### config.mk
export PLATFORM = sky130hd
export DESIGN_NAME = i2c_rx_target
export DESIGN_NICKNAME = d
export VERILOG_FILES = /design/src/rtl/i2c_rx_pkg.sv /design/src/rtl/i2c_rx_lines.sv /design/src/rtl/i2c_rx_shift.sv /design/src/rtl/i2c_rx_target.sv
export SDC_FILE = /design/constraint.sdc
export NUM_CORES = 1
export LEC_CHECK = 0
export ABC_CLOCK_PERIOD_IN_PS = 2500
export BUFFER_PORTS_ARGS = -buffer_cell sky130_fd_sc_hd__buf_2
export CORE_MARGIN = 4
export CORE_UTILIZATION = 40
export DETAILED_ROUTE_END_ITERATION = 7
export SLEW_MARGIN = 10
export SYNTH_ARGS = -nofsm -noshare
export SYNTH_HDL_FRONTEND = slang
export SYNTH_SLANG_ARGS = --single-unit
export TNS_END_PERCENT = 5
### constraint.sdc
create_clock -name clk -period 2.5 [get_ports clk]
set_input_delay 0.125 -clock clk [delete_from_list [all_inputs] [get_ports clk]]
set_output_delay 0.125 -clock clk [all_outputs]
set_load 0.03 [all_outputs]
### src/rtl/i2c_rx_pkg.sv
package i2c_rx_pkg;

    // Transaction phase of the receiver
    typedef enum logic [1:0] {
        PH_IDLE = 2'd0,   // waiting for a START
        PH_ADDR = 2'd1,   // first frame after START
        PH_DATA = 2'd2,   // addressed, taking data frames
        PH_SKIP = 2'd3    // not addressed, ignoring until START/STOP
    } phase_e;

endpackage

### src/rtl/i2c_rx_lines.sv
// Bus condition detector: SCL edges plus START and STOP, with the
// block's own SDA drive masked out so an acknowledge is never
// mistaken for a bus condition.
module i2c_rx_lines (
    input  logic clk,
    input  logic rst_n,
    input  logic scl_in,
    input  logic sda_in,
    input  logic self_low,
    output logic scl_rise,
    output logic scl_fall,
    output logic start_seen,
    output logic stop_seen
);

    typedef struct packed {
        logic scl;
        logic sda;
        logic self_prev;
    } line_s;

    line_s lq, ld;
    logic  own_quiet;

    always_comb begin
        ld           = lq;
        ld.scl       = scl_in;
        ld.sda       = sda_in;
        ld.self_prev = self_low;
    end

    always_ff @(posedge clk or negedge rst_n) begin
        if (!rst_n) begin
            lq.scl       <= 1'b1;
            lq.sda       <= 1'b1;
            lq.self_prev <= 1'b0;
        end else begin
            lq <= ld;
        end
    end

    assign own_quiet  = !self_low && !lq.self_prev;
    assign scl_rise   = scl_in && !lq.scl;
    assign scl_fall   = !scl_in && lq.scl;
    assign start_seen = own_quiet && scl_in && lq.scl && lq.sda && !sda_in;
    assign stop_seen  = own_quiet && scl_in && lq.scl && !lq.sda && sda_in;

endmodule

### src/rtl/i2c_rx_shift.sv
// Frame shifter: collects WIDTH bits MSB first and counts the
// acknowledge clock as position WIDTH+1.
module i2c_rx_shift #(
    parameter  int unsigned WIDTH = 8,
    localparam int unsigned CW    = $clog2(WIDTH + 2)
) (
    input  logic             clk,
    input  logic             rst_n,
    input  logic             clr,
    input  logic             step,
    input  logic             din,
    output logic [CW-1:0]    count,
    output logic [WIDTH-1:0] word
);

    localparam logic [CW-1:0] FULL_POS = CW'(WIDTH);
    localparam logic [CW-1:0] ACK_POS  = CW'(WIDTH + 1);

    logic [CW-1:0]    cnt_q, cnt_d;
    logic [WIDTH-1:0] sh_q, sh_d;

    always_comb begin
        cnt_d = cnt_q;
        sh_d  = sh_q;
        if (clr) begin
            cnt_d = '0;
        end else if (step) begin
            if (cnt_q < FULL_POS) begin
                sh_d  = {sh_q[WIDTH-2:0], din};
                cnt_d = cnt_q + 1'b1;
            end else if (cnt_q == FULL_POS) begin
                cnt_d = ACK_POS;
            end
        end
    end

    always_ff @(posedge clk or negedge rst_n) begin
        if (!rst_n) begin
            cnt_q <= '0;
            sh_q  <= '0;
        end else begin
            cnt_q <= cnt_d;
            sh_q  <= sh_d;
        end
    end

    assign count = cnt_q;
    assign word  = sh_q;

endmodule

### src/rtl/i2c_rx_target.sv
module i2c_rx_target #(
    parameter  int unsigned ADDR_W  = 7,
    localparam int unsigned FRAME_W = ADDR_W + 1,
    localparam int unsigned CW      = $clog2(FRAME_W + 2)
) (
    input  logic               clk,
    input  logic               rst_n,
    input  logic               en,
    input  logic               ack_level,
    input  logic [ADDR_W-1:0]  own_addr,
    input  logic               scl_in,
    input  logic               sda_in,
    input  logic               rd_strobe,
    output logic               scl_pull,
    output logic               sda_pull,
    output logic [FRAME_W-1:0] rx_data,
    output logic               rx_full
);

    import i2c_rx_pkg::*;

    localparam logic [CW-1:0] BYTE_IN = CW'(FRAME_W);
    localparam logic [CW-1:0] ACK_CLK = CW'(FRAME_W + 1);

    typedef struct packed {
        phase_e             phase;
        logic [FRAME_W-1:0] rx_byte;
        logic               full;
        logic               hold;
        logic               sda_low;
        logic               nack_frame;
    } eng_s;

    eng_s q, d;

    logic               scl_rise, scl_fall, start_seen, stop_seen;
    logic               shift_clr;
    logic [CW-1:0]      bit_cnt;
    logic [FRAME_W-1:0] frame_word;
    logic               addr_hit;
    logic               in_frame;

    i2c_rx_lines u_lines (
        .clk        (clk),
        .rst_n      (rst_n),
        .scl_in     (scl_in),
        .sda_in     (sda_in),
        .self_low   (q.sda_low),
        .scl_rise   (scl_rise),
        .scl_fall   (scl_fall),
        .start_seen (start_seen),
        .stop_seen  (stop_seen)
    );

    assign shift_clr = !en || start_seen || stop_seen || (scl_fall && bit_cnt == ACK_CLK);

    i2c_rx_shift #(.WIDTH(FRAME_W)) u_shift (
        .clk   (clk),
        .rst_n (rst_n),
        .clr   (shift_clr),
        .step  (scl_rise),
        .din   (sda_in),
        .count (bit_cnt),
        .word  (frame_word)
    );

    assign addr_hit = (frame_word[FRAME_W-1:1] == own_addr) && !frame_word[0];
    assign in_frame = (q.phase == PH_ADDR) || (q.phase == PH_DATA);

    always_comb begin
        d = q;

        if (rd_strobe) begin
            d.full = 1'b0;
        end

        if (!en) begin
            d.phase   = PH_IDLE;
            d.sda_low = 1'b0;
        end else if (stop_seen) begin
            d.phase   = PH_IDLE;
            d.sda_low = 1'b0;
        end else if (start_seen) begin
            d.phase   = PH_ADDR;
            d.sda_low = 1'b0;
        end else if (in_frame) begin
            // eighth falling edge: capture ack level, maybe hold the clock
            if (scl_fall && bit_cnt == BYTE_IN) begin
                d.nack_frame = ack_level;
                if (q.phase == PH_DATA || addr_hit) begin
                    d.hold = q.full;
                end
            end
            // ninth rising edge: accept or refuse the frame
            if (scl_rise && bit_cnt == BYTE_IN) begin
                if (q.phase == PH_ADDR && !addr_hit) begin
                    d.phase = PH_SKIP;
                end else begin
                    d.phase   = PH_DATA;
                    d.rx_byte = frame_word;
                    d.full    = 1'b1;
                    d.sda_low = !q.nack_frame;
                end
            end
            // falling edge closing the ninth clock: free SDA
            if (scl_fall && bit_cnt == ACK_CLK) begin
                d.sda_low = 1'b0;
            end
        end

        if (!en || stop_seen || start_seen) begin
            d.hold = 1'b0;
        end
        d.hold = d.hold && d.full;
    end

    always_ff @(posedge clk or negedge rst_n) begin
        if (!rst_n) begin
            q.phase      <= PH_IDLE;
            q.rx_byte    <= '0;
            q.full       <= 1'b0;
            q.hold       <= 1'b0;
            q.sda_low    <= 1'b0;
            q.nack_frame <= 1'b0;
        end else begin
            q <= d;
        end
    end

    assign scl_pull = q.hold;
    assign sda_pull = q.sda_low;
    assign rx_data  = q.rx_byte;
    assign rx_full  = q.full;

endmodule

==> results.tsv <==
stage	metric	value	unit
placement	DP HPWL	1862	um
global_routing	grt ovf	0	
sta	Fin. Hold Viols	0	
final_layout	fillers	318	
worst_hold_path	HP Class	in2reg	
drt	via count	929	
synth	synthesized cell area	1428	um2
floorplan	site row count	21	
placement	dpl cells	181	
drt	antenna-violating nets left	0	
drt	via/cell ratio	4.839	
placement	gpl congestion	0.7402	
synth	synthesis warning total	0	
pwr	Power Total	1.059	mW
worst_setup_path	R2R Setup Slk	190	ps
final_layout	nets	164	
final_layout	ratio of cells with drive above 1 in the final layout	36.30	%
pwr	Peak VDD IR	331.2	uV
clock_tree	clock-pin slew on the worst setup and hold paths	90	ps
worst_hold_path	WHS Path Cells	2	
sta	fin worst setup slack	193.7	ps
clock_tree	htree depth	2	
sta	minimum clock period	2306	ps
placement	Placed Area	1548	um2
sta	worst hold slack	28.25	ps
final_layout	final non-filler cell area	1637	um2
pwr	power per cell area	646.9	nW/um2
clock_tree	clk_lat worst skew	320	ps
worst_setup_path	WS Path Type	reg2reg	
clock_tree	Sink Count	29	
drt	Pre-antenna DRT Iters	4	
worst_setup_path	Worst R2R Start	q[12]$_DFFE_PN0P_	
status	outcome	completed	
floorplan	Core ar.	3390	um2
synth	Post-Syn Instances	119	
global_routing	vias in the first global route	931	
clock_tree	Num CTS Buffers	5	
worst_setup_path	Reg-to-Reg End	rx_data[0]$_DFFE_PN0P_	
worst_setup_path	R2R cell count	6	
placement	port bufs	24	
synth	syn_area_per_cell	12.00	um2
floorplan	Die Y-Extent	67.74	um
synth	Netlist cell types	29	
sta	RSZ-0062 raised after global routing	no	
clock_tree	CTS root buffer	clkbuf_4	
global_routing	initial antenna violation count	0	
placement	Setup WS pre-CTS	178.0	ps
synth	syn nets	138	
worst_setup_path	critical path launch point type	register	
drt	Routed WL	2520	um
sta	Final setup viols	0	
worst_setup_path	Critical Path RT	2710	ps
sta	Slew Limit Fails	0	
final_layout	final core occ	48.28	%
drt	DRC	0	
global_routing	largest net degree at the start of global routing	30	
final_layout	final std cells w/o fill	192	
sta	Slew headroom	56.97	%
floorplan	Initial Util	42.12	%
synth	Yosys reg bits	29	
global_routing	Global Route Usage Sum	12.64	%
worst_hold_path	endpoint of the worst hold path	q[0]$_DFFE_PN0P_	
sta	Final period util	92.25	%
floorplan	Die ar.	4589	um2
floorplan	die outline width	67.74	um
worst_setup_path	crit-path max FO	9	
final_layout	area delta synth->final	14.64	%
pwr	Static Leak	0.8068	nW
final_layout	n_diodes	0	
sta	f_max	433.6	MHz
sta	Worst Max-Slew Pin Slew	639.7	ps
drt	Avg WL per Cell	13.13	um
worst_setup_path	Worst EP arrival	2510	ps
drt	Iter 0 DRT Violations	21	
global_routing	first-pass GRT wire length	4133	um
clock_tree	CTS max path bufs	2	
worst_setup_path	critical path endpoint category	register	
flow_run	Max-Cap Viols	0	
sta	final setup skew	11.29	ps
synth	sequential-to-total area share from yosys stat	51.01	%
sta	TNS Setup	0	ps
clock_tree	CTS tree	built	
floorplan	io pins	25	
worst_hold_path	Hold Crit Start	ack_level	
-- cells in the mapped netlist --
cell	number	share of area, %
inv_1	5	1.3
or2_2	1	0.44
a211oi_1	1	0.53
nor2b_1	4	1.8
a41oi_1	1	0.61
and2_1	1	0.44
nor4_1	2	0.88
dfrtp_1	27	47
a21boi_1	1	0.53
xor2_1	9	5.5
o221a_2	1	0.79
nand2b_1	1	0.44
buf_4	8	4.2
o311ai_0	1	0.61
dfstp_2	2	3.7
nor3b_4	1	1.3
buf_2	1	0.35
ha_1	5	4.4
a21oi_1	5	1.8
nor4bb_1	2	1.4
nor2_1	5	1.3
and2b_1	1	0.53
a21boi_0	2	1.1
nand3b_1	1	0.53
nand3_1	4	1.4
or3_1	2	0.88
nand2_1	6	1.6
mux2_2	17	13
nor3b_1	2	1.1
-- metal layers --
metal	track usage, %	vias to the layer above	share of wire (%)
li1	-	458	-
met1	14.54	444	44
met2	20.29	20	48
met3	5.657	7	5.8
met4	5.316	0	2.1
met5	0	-	0
-- layout by cell type (no fill, tap or decap) --
master and n:
dfstp_2 2, o311ai_0 1, nor4_1 2, buf_4 1
ha_1 5, a21oi_1 5, nor2b_1 4, mux2_2 17
dlygate4sd3_1 3, nand2_1 6, nor3b_1 2, a21boi_1 1
nor2_1 5, and2b_1 1, o221a_2 1, and2_1 1
clkbuf_1 2, a211oi_1 1, a41oi_1 1, buf_2 24
nand3b_1 1, nor4bb_1 2, inv_1 5, nand2b_1 1
xor2_1 9, clkbuf_4 5, a21boi_0 2, or2_2 1
clkbuf_8 1, dfrtp_1 27, nor3b_4 1, nand3_1 4
or3_1 2
-- worst max path at each step --
stage / startpoint / to / slack, ps / cells past startpoint
6_report: q[12]$_DFFE_PN0P_ / rx_data[0]$_DFFE_PN0P_ / 190 / 6
5_1_grt: q[12]$_DFFE_PN0P_ / rx_data[0]$_DFFE_PN0P_ / 70 / 6
4_1_cts: q[12]$_DFFE_PN0P_ / rx_data[0]$_DFFE_PN0P_ / 170 / 6
3_5_place_dp: q[12]$_DFFE_PN0P_ / rx_data[5]$_DFFE_PN0P_ / 180 / 6
3_3_place_gp: q[12]$_DFFE_PN0P_ / rx_data[7]$_DFFE_PN0P_ / 260 / 6
2_1_floorplan: q[12]$_DFFE_PN0P_ / rx_data[0]$_DFFE_PN0P_ / 320 / 6
-- worst max-delay path, stage by stage (launching register included) --
cell and delay [ps]:
dfrtp_1 390, inv_1 60, ha_1 320, nor4bb_1 390, nand2_1 200, nor3b_4 450, mux2_2 390
-- flip-flops by register name, summed over array words and instances, names as in the netlist --
name	cells
rx_full	1
u_shift.word	8
rx_data	8
u_lines.lq	3
sda_pull	1
u_shift.count	4
scl_pull	1
q	3
-- final cells by class --
class                           count  area (um2)  area share (%)
Inverter                            5       18.77           1.147
Clock buffer                        8       58.81           3.593
Multi-Input combinational cell     76       615.6           37.61
Timing Repair Buffer               28       157.7           9.633
Tap cell                           46       57.56           3.517
Sequential cell                    29       728.2           44.50
-- cells by family (layout without fill, tap and decap cells) --
logic type / after synthesis / after routing / share of synthesized area [%]
compound gates: 12 / 12 / 5.872
mux: 17 / 17 / 13.41
simple gates: 33 / 33 / 13.94
buf+inv: 14 / 41 / 5.872
fa+ha+maj: 5 / 5 / 4.382
xor+xnor: 9 / 9 / 5.522
flops: 29 / 29 / 51.01
-- repair_timing --
action / 4_1_cts / 5_1_grt
hold buffers: 3 / 0
endpoints found under the hold margin: 29 / 0
resized for setup: 0 / 0
setup buffers: 0 / 0
-- power by group --
part | internal, mW | leakage (nW) | switching (mW)
registers | 0.534 | 0.384 | 0.0667
clock network | 0.139 | 0.0326 | 0.154
logic | 0.0927 | 0.390 | 0.0729
Power figures use the tool's default switching activity.
